--- config.mk ---
export PLATFORM = sky130hd
export DESIGN_NAME = stream_dma_in
export DESIGN_NICKNAME = d
export VERILOG_FILES = /design/src/rtl/sdi_pkg.sv /design/src/rtl/sdi_space_limit.sv /design/src/rtl/sdi_close_logic.sv /design/src/rtl/stream_dma_in.sv
export SDC_FILE = /design/constraint.sdc
export NUM_CORES = 1
export LEC_CHECK = 0
export BUFFER_PORTS_ARGS = -buffer_cell sky130_fd_sc_hd__buf_4
export CORE_MARGIN = 2
export CORE_UTILIZATION = 42
export DETAILED_ROUTE_END_ITERATION = 10
export PLACE_DENSITY_LB_ADDON = 0.05
export SLEW_MARGIN = 20
export SYNTH_ARGS = -nofsm -noshare
export SYNTH_HDL_FRONTEND = slang
export SYNTH_SLANG_ARGS = --single-unit
--- constraint.sdc ---
create_clock -name clk -period 3.7 [get_ports clk]
set_input_delay 0.37 -clock clk [delete_from_list [all_inputs] [get_ports clk]]
set_output_delay 0.37 -clock clk [all_outputs]
set_load 0.05 [all_outputs]
--- src/rtl/sdi_pkg.sv ---
package sdi_pkg;
  // Flag-word bit positions decoded by software
  localparam int FLG_LAST  = 0;
  localparam int FLG_IRQ   = 4;
  localparam int FLG_GOTEP = 11;
  localparam int CTX_OFF   = 15;
  // Descriptor word byte offsets
  localparam int OFS_LINK  = 0;
  localparam int OFS_BUF   = 4;
  localparam int OFS_FLAGS = 8;
  localparam int OFS_END   = 12;

  typedef enum logic [2:0] {
    S_IDLE, S_FETCH, S_RUN, S_WDATA, S_WB_END, S_WB_FLG, S_WB_CTX, S_EOL
  } sdi_state_e;
endpackage

--- src/rtl/sdi_space_limit.sv ---
module sdi_space_limit #(
  parameter int ADDR_W = 32,
  parameter int NB     = 4,
  localparam int CW    = $clog2(NB + 1)
) (
  input  logic [ADDR_W-1:0] ptr_i,
  input  logic [ADDR_W-1:0] end_i,
  input  logic [CW-1:0]     nbytes_i,
  output logic [CW-1:0]     keep_o,
  output logic [NB-1:0]     be_o
);
  logic [ADDR_W-1:0] room;
  assign room   = end_i - ptr_i;
  assign keep_o = (ADDR_W'(nbytes_i) > room) ? CW'(room) : nbytes_i;

  for (genvar i = 0; i < NB; i++) begin : g_be
    assign be_o[i] = (CW'(i) < keep_o);
  end
endmodule

--- src/rtl/sdi_close_logic.sv ---
module sdi_close_logic
  import sdi_pkg::*;
#(
  parameter int DATA_W = 32
) (
  input  logic [DATA_W-1:0] flags_i,
  input  logic              eop_i,
  input  logic [3:0]        raw_i,
  output logic [DATA_W-1:0] flags_o,
  output logic [3:0]        set_o,
  output logic              raise_o
);
  always_comb begin
    flags_o = flags_i;
    set_o   = 4'b0000;
    if (flags_i[FLG_IRQ]) set_o = set_o | 4'b0011;
    if (eop_i) begin
      flags_o[FLG_GOTEP] = 1'b1;
      set_o = set_o | 4'b1000;
    end
  end
  assign raise_o = |(set_o & ~raw_i);
endmodule

--- src/rtl/stream_dma_in.sv ---
module stream_dma_in
  import sdi_pkg::*;
#(
  parameter int ADDR_W = 32,
  parameter int DATA_W = 32,
  localparam int NB    = DATA_W / 8,
  localparam int CW    = $clog2(NB + 1)
) (
  input  logic              clk,
  input  logic              rst,
  input  logic              start_i,
  input  logic [ADDR_W-1:0] desc_addr_i,
  input  logic [ADDR_W-1:0] ctx_addr_i,
  input  logic              s_valid_i,
  input  logic [DATA_W-1:0] s_data_i,
  input  logic [CW-1:0]     s_nbytes_i,
  input  logic              s_eop_i,
  output logic              s_ready_o,
  output logic              s_ack_valid_o,
  output logic [CW-1:0]     s_ack_bytes_o,
  output logic              mem_req_o,
  output logic              mem_we_o,
  output logic [ADDR_W-1:0] mem_addr_o,
  output logic [DATA_W-1:0] mem_wdata_o,
  output logic [NB-1:0]     mem_be_o,
  input  logic [DATA_W-1:0] mem_rdata_i,
  input  logic              mem_ack_i,
  input  logic [3:0]        irq_clr_i,
  output logic [3:0]        irq_raw_o,
  output logic              irq_set_o,
  output logic              eol_o
);
  localparam int AL = $clog2(NB);

  sdi_state_e        state;
  logic [1:0]        widx;
  logic [ADDR_W-1:0] d_addr, c_addr, d_link, d_buf, d_end, ptr;
  logic [DATA_W-1:0] d_flags, b_data;
  logic [NB-1:0]     b_be;
  logic [CW-1:0]     b_keep;
  logic              b_eop;

  logic [CW-1:0]     keep;
  logic [NB-1:0]     be;
  logic [DATA_W-1:0] flags_cl;
  logic [3:0]        set_cl;
  logic              raise_cl;
  logic [ADDR_W-1:0] fill;
  logic              closing;

  sdi_space_limit #(.ADDR_W(ADDR_W), .NB(NB)) u_limit (
    .ptr_i(ptr), .end_i(d_end), .nbytes_i(s_nbytes_i),
    .keep_o(keep), .be_o(be)
  );

  sdi_close_logic #(.DATA_W(DATA_W)) u_close (
    .flags_i(d_flags), .eop_i(b_eop), .raw_i(irq_raw_o),
    .flags_o(flags_cl), .set_o(set_cl), .raise_o(raise_cl)
  );

  assign fill    = ptr + ADDR_W'(b_keep);
  assign closing = (fill == d_end) || b_eop;

  assign s_ready_o = (state == S_RUN) || (state == S_EOL);
  assign eol_o     = (state == S_EOL);
  assign mem_req_o = (state == S_FETCH) || (state == S_WDATA) || (state == S_WB_END)
                  || (state == S_WB_FLG) || (state == S_WB_CTX);
  assign mem_we_o  = (state != S_FETCH);

  always_comb begin
    mem_addr_o  = d_addr + ADDR_W'({widx, 2'b00});
    mem_wdata_o = b_data;
    mem_be_o    = {NB{1'b1}};
    case (state)
      S_WDATA: begin
        mem_addr_o = {ptr[ADDR_W-1:AL], {AL{1'b0}}};
        mem_be_o   = b_be;
      end
      S_WB_END: begin
        mem_addr_o  = d_addr + ADDR_W'(OFS_END);
        mem_wdata_o = DATA_W'(d_end);
      end
      S_WB_FLG: begin
        mem_addr_o  = d_addr + ADDR_W'(OFS_FLAGS);
        mem_wdata_o = d_flags;
      end
      S_WB_CTX: begin
        mem_addr_o  = c_addr;
        mem_wdata_o = DATA_W'(1) << CTX_OFF;
      end
      default: ;
    endcase
  end

  always_ff @(posedge clk) begin
    if (rst) begin
      state         <= S_IDLE;
      widx          <= '0;
      d_addr        <= '0;
      c_addr        <= '0;
      d_link        <= '0;
      d_buf         <= '0;
      d_end         <= '0;
      d_flags       <= '0;
      ptr           <= '0;
      b_data        <= '0;
      b_be          <= '0;
      b_keep        <= '0;
      b_eop         <= 1'b0;
      s_ack_valid_o <= 1'b0;
      s_ack_bytes_o <= '0;
      irq_raw_o     <= 4'b0000;
      irq_set_o     <= 1'b0;
    end else begin
      s_ack_valid_o <= 1'b0;
      irq_set_o     <= 1'b0;
      irq_raw_o     <= irq_raw_o & ~irq_clr_i;
      case (state)
        S_IDLE, S_EOL: begin
          if (state == S_EOL && s_valid_i) begin
            s_ack_valid_o <= 1'b1;
            s_ack_bytes_o <= '0;
          end
          if (start_i) begin
            d_addr <= desc_addr_i;
            c_addr <= ctx_addr_i;
            widx   <= '0;
            state  <= S_FETCH;
          end
        end
        S_FETCH: if (mem_ack_i) begin
          widx <= widx + 2'd1;
          case (widx)
            2'd0: d_link  <= ADDR_W'(mem_rdata_i);
            2'd1: d_buf   <= ADDR_W'(mem_rdata_i);
            2'd2: d_flags <= mem_rdata_i;
            default: begin
              d_end <= ADDR_W'(mem_rdata_i);
              ptr   <= d_buf;
              state <= S_RUN;
            end
          endcase
        end
        S_RUN: if (s_valid_i) begin
          b_data        <= s_data_i;
          b_be          <= be;
          b_keep        <= keep;
          b_eop         <= s_eop_i;
          s_ack_valid_o <= 1'b1;
          s_ack_bytes_o <= keep;
          state         <= S_WDATA;
        end
        S_WDATA: if (mem_ack_i) begin
          ptr <= fill;
          if (closing) begin
            d_end     <= fill;
            d_flags   <= flags_cl;
            irq_raw_o <= (irq_raw_o & ~irq_clr_i) | set_cl;
            irq_set_o <= raise_cl;
            state     <= S_WB_END;
          end else begin
            state <= S_RUN;
          end
        end
        S_WB_END: if (mem_ack_i) state <= S_WB_FLG;
        S_WB_FLG: if (mem_ack_i) begin
          if (d_flags[FLG_LAST]) begin
            state <= S_WB_CTX;
          end else begin
            d_addr <= d_link + ADDR_W'(OFS_LINK);
            widx   <= '0;
            state  <= S_FETCH;
          end
        end
        S_WB_CTX: if (mem_ack_i) state <= S_EOL;
        default: state <= S_IDLE;
      endcase
    end
  end


  ready_mem_excl_chk: assert property (@(posedge clk) disable iff (rst)
    s_ready_o |-> !mem_req_o);

  ack_range_chk: assert property (@(posedge clk) disable iff (rst)
    s_ack_valid_o |-> (s_ack_bytes_o <= CW'(NB)));

  eol_keep_zero_chk: assert property (@(posedge clk) disable iff (rst)
    (eol_o && s_valid_i && !start_i) |=> (s_ack_valid_o && s_ack_bytes_o == '0));

  eol_after_ctx_chk: assert property (@(posedge clk) disable iff (rst)
    $rose(eol_o) |-> $past(mem_req_o && mem_we_o && mem_ack_i));

  raise_nonzero_chk: assert property (@(posedge clk) disable iff (rst)
    irq_set_o |-> (irq_raw_o != 4'b0000));
endmodule

==> metrics.md <==
| Metric | Value |
|---|---|
| Post-synthesis net count | `2604` |
| Drt initial violations | `2128` |
| Clock transition at path regs | `roughly 60 ps` |
| Sequential area share after synthesis | `31.9%` |
| CTS root buffer | `clkbuf_16` |
| Dpl ws | `-360 ps` |
| Post-Route Setup TNS | `-98.4 ps` |
| RSZ-0062 raised after global routing | `yes` |
| Slew headroom | `26.6%` |
| Antenna Violating Nets Remaining | `0` |
| Number of global-route vias before repair | `between 15000 and 20000` |
| Top-count cell post-synth | `nand2_1` |
| Routed len/inst | `about 24 um` |
| Final clock skew | `between 20 and 25 ps` |
| Logic pwr share | `between 50% and 60%` |
| Status | `finished, violations left` |
| Drc violations | `0` |
| Clk sink count | `277` |
| FF-to-FF Start | `ptr[1]$_SDFFE_PP0P_` |
| Maxcap violations | `0` |
| Leakage | `approximately 0.0092 uW` |
| Post-synth EDFFs | `0` |
| Drt pass-1 iters | `6` |
| Hold Vio Cnt, Final | `0` |
| Grt total ovfl | `0` |
| Synthesized instance count | `about 2400` |
| Final cycle utilization of the critical path | `101%` |
| WP data required | `between 4000 and 5000 ps` |
| First-pass GRT wire length | `~120000 um` |
| Final min period | `3740 ps` |
| Post-synth top cells | `nand2_1, a21oi_1, dfxtp_1` |
| Power Internal | `9690 uW` |
| Worst slew pin tran | `between 1000 and 1500 ps` |
| Syn Std Cell Area | `0.0174 mm^2` |
| Initial Util | `between 40% and 50%` |
| Final Max Slew Viols | `0` |
| Failing checks | `negative setup slack` |
| Worst hold path class | `in2reg` |
| R2r setup slk | `-40 ps` |
| R2R Path End | `b_keep[0]$_SDFFE_PP0P_` |
| DP HPWL | `about 59000 um` |
| Final setup viols | `4` |
| Total power | `between 15000 and 20000 uW` |
| Yosys top cell by area | `dfxtp_1` |
| Reg2Reg Depth | `14` |
| Vert. Die Dim | `between 200 and 250 um` |
| Port Buffer Count | `~220` |
| CP arrival | `around 4200 ps` |
| Min-delay src | `s_data_i[26]` |
| Yosys top cell area share | `between 30% and 40%` |
| Synth async-reset ratio | `0%` |
| Primary FF master, synth | `dfxtp_1` |
| Synth top area cells | `dfxtp_1, nand2_1, a21oi_1, nor2_1, o21ai_0` |
| Sw Ratio | `a little under half` |
| CTS Buf Count | `35` |
| Die extent in x | `just over 200 um` |
| CP Max Fanout | `7` |
| Worst hold path cell count | `3` |
| Boundary Pins | `222` |
| Hold Path End | `b_data[26]$_SDFFE_PP0P_` |
| Number of synthesized register bits | `277` |
| Library cells used by synthesis | `82` |
| Vias per inst | `just under 6` |
| Fmax | `between 200 and 300 MHz` |
| Crit path launch type | `register` |
| Area Overhead vs Synth | `35.4%` |
| Max clock buf depth | `3` |
| Nets@finish | `about 3000` |
| Crit path kind | `reg2reg` |
| P_sw | `8100 uW` |
| Peak VDD IR | `about 0.47 mV` |
| Clock network power share | `roughly a fifth` |
| Worst skew pair latency | `~560 ps` |
| Layout cells sized above 1 | `approximately a quarter` |
| DP Area | `approximately 0.021 mm^2` |
| Sequential Power Share | `21.9%` |
| H-tree depth | `2` |
| Initial antenna violation count | `4` |
| FP Rows | `74` |
| Pwr dens | `about 760 mW/mm^2` |
| Avg Synthesized Cell Area | `~7.2 um^2` |
| Minimum hold slack | `61.1 ps` |
| Ys Warns | `0` |
| Placer Congestion | `0.981` |
| Setup ws final | `-44.4 ps` |
| GRT Util Overall | `about a third` |
| Largest net degree at the start of global routing | `between 100 and 150` |
| Die area | `roughly 0.043 mm^2` |
| TritonCTS clock tree | `done` |
| Via count | `19500` |
| Fin area | `~0.024 mm^2` |
| Core footprint | `~0.041 mm^2` |
| DRT Wirelength | `just under 80000 um` |
| CP Capture Type | `register` |
## power groups by stage
stage / clock [uW] / sequential (uW) / combinational (uW)
after floorplan: 0 / 3740 / 6000
after global placement: 0 / 3910 / 8850
after detailed placement: 0 / 3910 / 8890
after CTS: 3570 / 3860 / 9510
after global routing: 3690 / 3930 / 11000
final: 3530 / 3890 / 10400
## cells by family after synthesis
kind of cell / after synthesis / share of synthesized area (%)
flops: 277 / 31.9
compound gates: 667 / 23.7
mux: 64 / 3.69
xor+xnor: 102 / 5.94
fa+ha+maj: 48 / 3.59
simple gates: 1015 / 25.6
buf+inv: 242 / 5.52
## worst max path at each step
stage / from / end / slack [ps] / depth (start not counted)
6_report: ptr[1]$_SDFFE_PP0P_ / b_keep[0]$_SDFFE_PP0P_ / -40 / 14
5_1_grt: ptr[1]$_SDFFE_PP0P_ / b_keep[0]$_SDFFE_PP0P_ / -180 / 14
4_1_cts: ptr[0]$_SDFFE_PP0P_ / b_be[2]$_SDFFE_PP0P_ / -20 / 16
3_5_place_dp: ptr[0]$_SDFFE_PP0P_ / d_end[13]$_SDFFE_PP0P_ / -360 / 16
3_3_place_gp: ptr[0]$_SDFFE_PP0P_ / d_end[21]$_SDFFE_PP0P_ / -240 / 17
2_1_floorplan: state[0]$_SDFFE_PP0P_ / mem_addr_o[22] / -100 / 12
## placed cells by master (no fill, tap or decap), types with 11 or more instances in the layout
master,count
nand3_1,33
a211oi_2,11
o21ai_0,130
buf_4,477
o22ai_1,20
nor3_1,37
and3_1,15
ha_1,38
mux2i_1,62
o211ai_1,19
nand2b_1,19
xor2_1,19
nor2b_1,12
a21o_1,15
clkbuf_16,36
a311oi_1,32
nor4_1,12
dfxtp_2,14
a21oi_1,274
nand4_1,26
inv_1,52
buf_6,18
nor2_1,182
nand2_1,575
dfxtp_1,260
a22oi_1,24
xnor2_1,66
## worst max-delay path: stages (launching register included)
cell and delay, ps:
dfxtp_4 370, inv_1 70, buf_4 140, ha_1 260
nor2b_4 150, o2111ai_2 200, a2111o_1 530, a31oi_4 200
o31ai_4 100, mux2i_1 210, a311oi_2 160, a2111oi_4 470
nand4_4 310, mux2i_4 300, a211oi_2 170
## area by class of cell
type	instances	area, um^2
Fill cell	3991	17300
Timing Repair Buffer	508	4030
Sequential cell	277	5570
Tap cell	532	666
Multi-Input combinational cell	1896	11800
Antenna cell	1	2.50
Clock buffer	48	1000
Clock inverter	14	174
Inverter	56	210
## through the flow
stage	instances	util, %
detailed placement	3224	51.4
global route	3331	57.6
floorplan	2415	-
finish	3332	57.6
CTS	3306	55.6
global placement	3224	51.4
## sequential cells by signal (all words and copies together), names as in the netlist, 4 cells and up
| signal | flops |
|---|---|
| d_flags | 32 |
| d_buf | 32 |
| ptr | 32 |
| irq_raw_o | 4 |
| d_link | 32 |
| d_end | 32 |
| b_data | 32 |
| c_addr | 32 |
| b_be | 4 |
| d_addr | 32 |
## routing by layer
metal | track usage [%] | vias up | part of all wire, %
met2 | 52.1 | 918 | 43
li1 | - | 9158 | -
met3 | 8.11 | 122 | 10
met5 | 0 | - | 0.016
met4 | 11.2 | 2 | 3.3
met1 | 50.4 | 9310 | 44
## what timing repair did
item,4_1_cts,5_1_grt
resized for setup,75,126
buffers inserted,15,28
cloned,4,1
endpoints found under the setup margin,55,58
hold buffers,1,0
endpoints found under the hold margin,1,0
pin swaps,34,77
No activity file was read; power rests on OpenSTA's default activity.
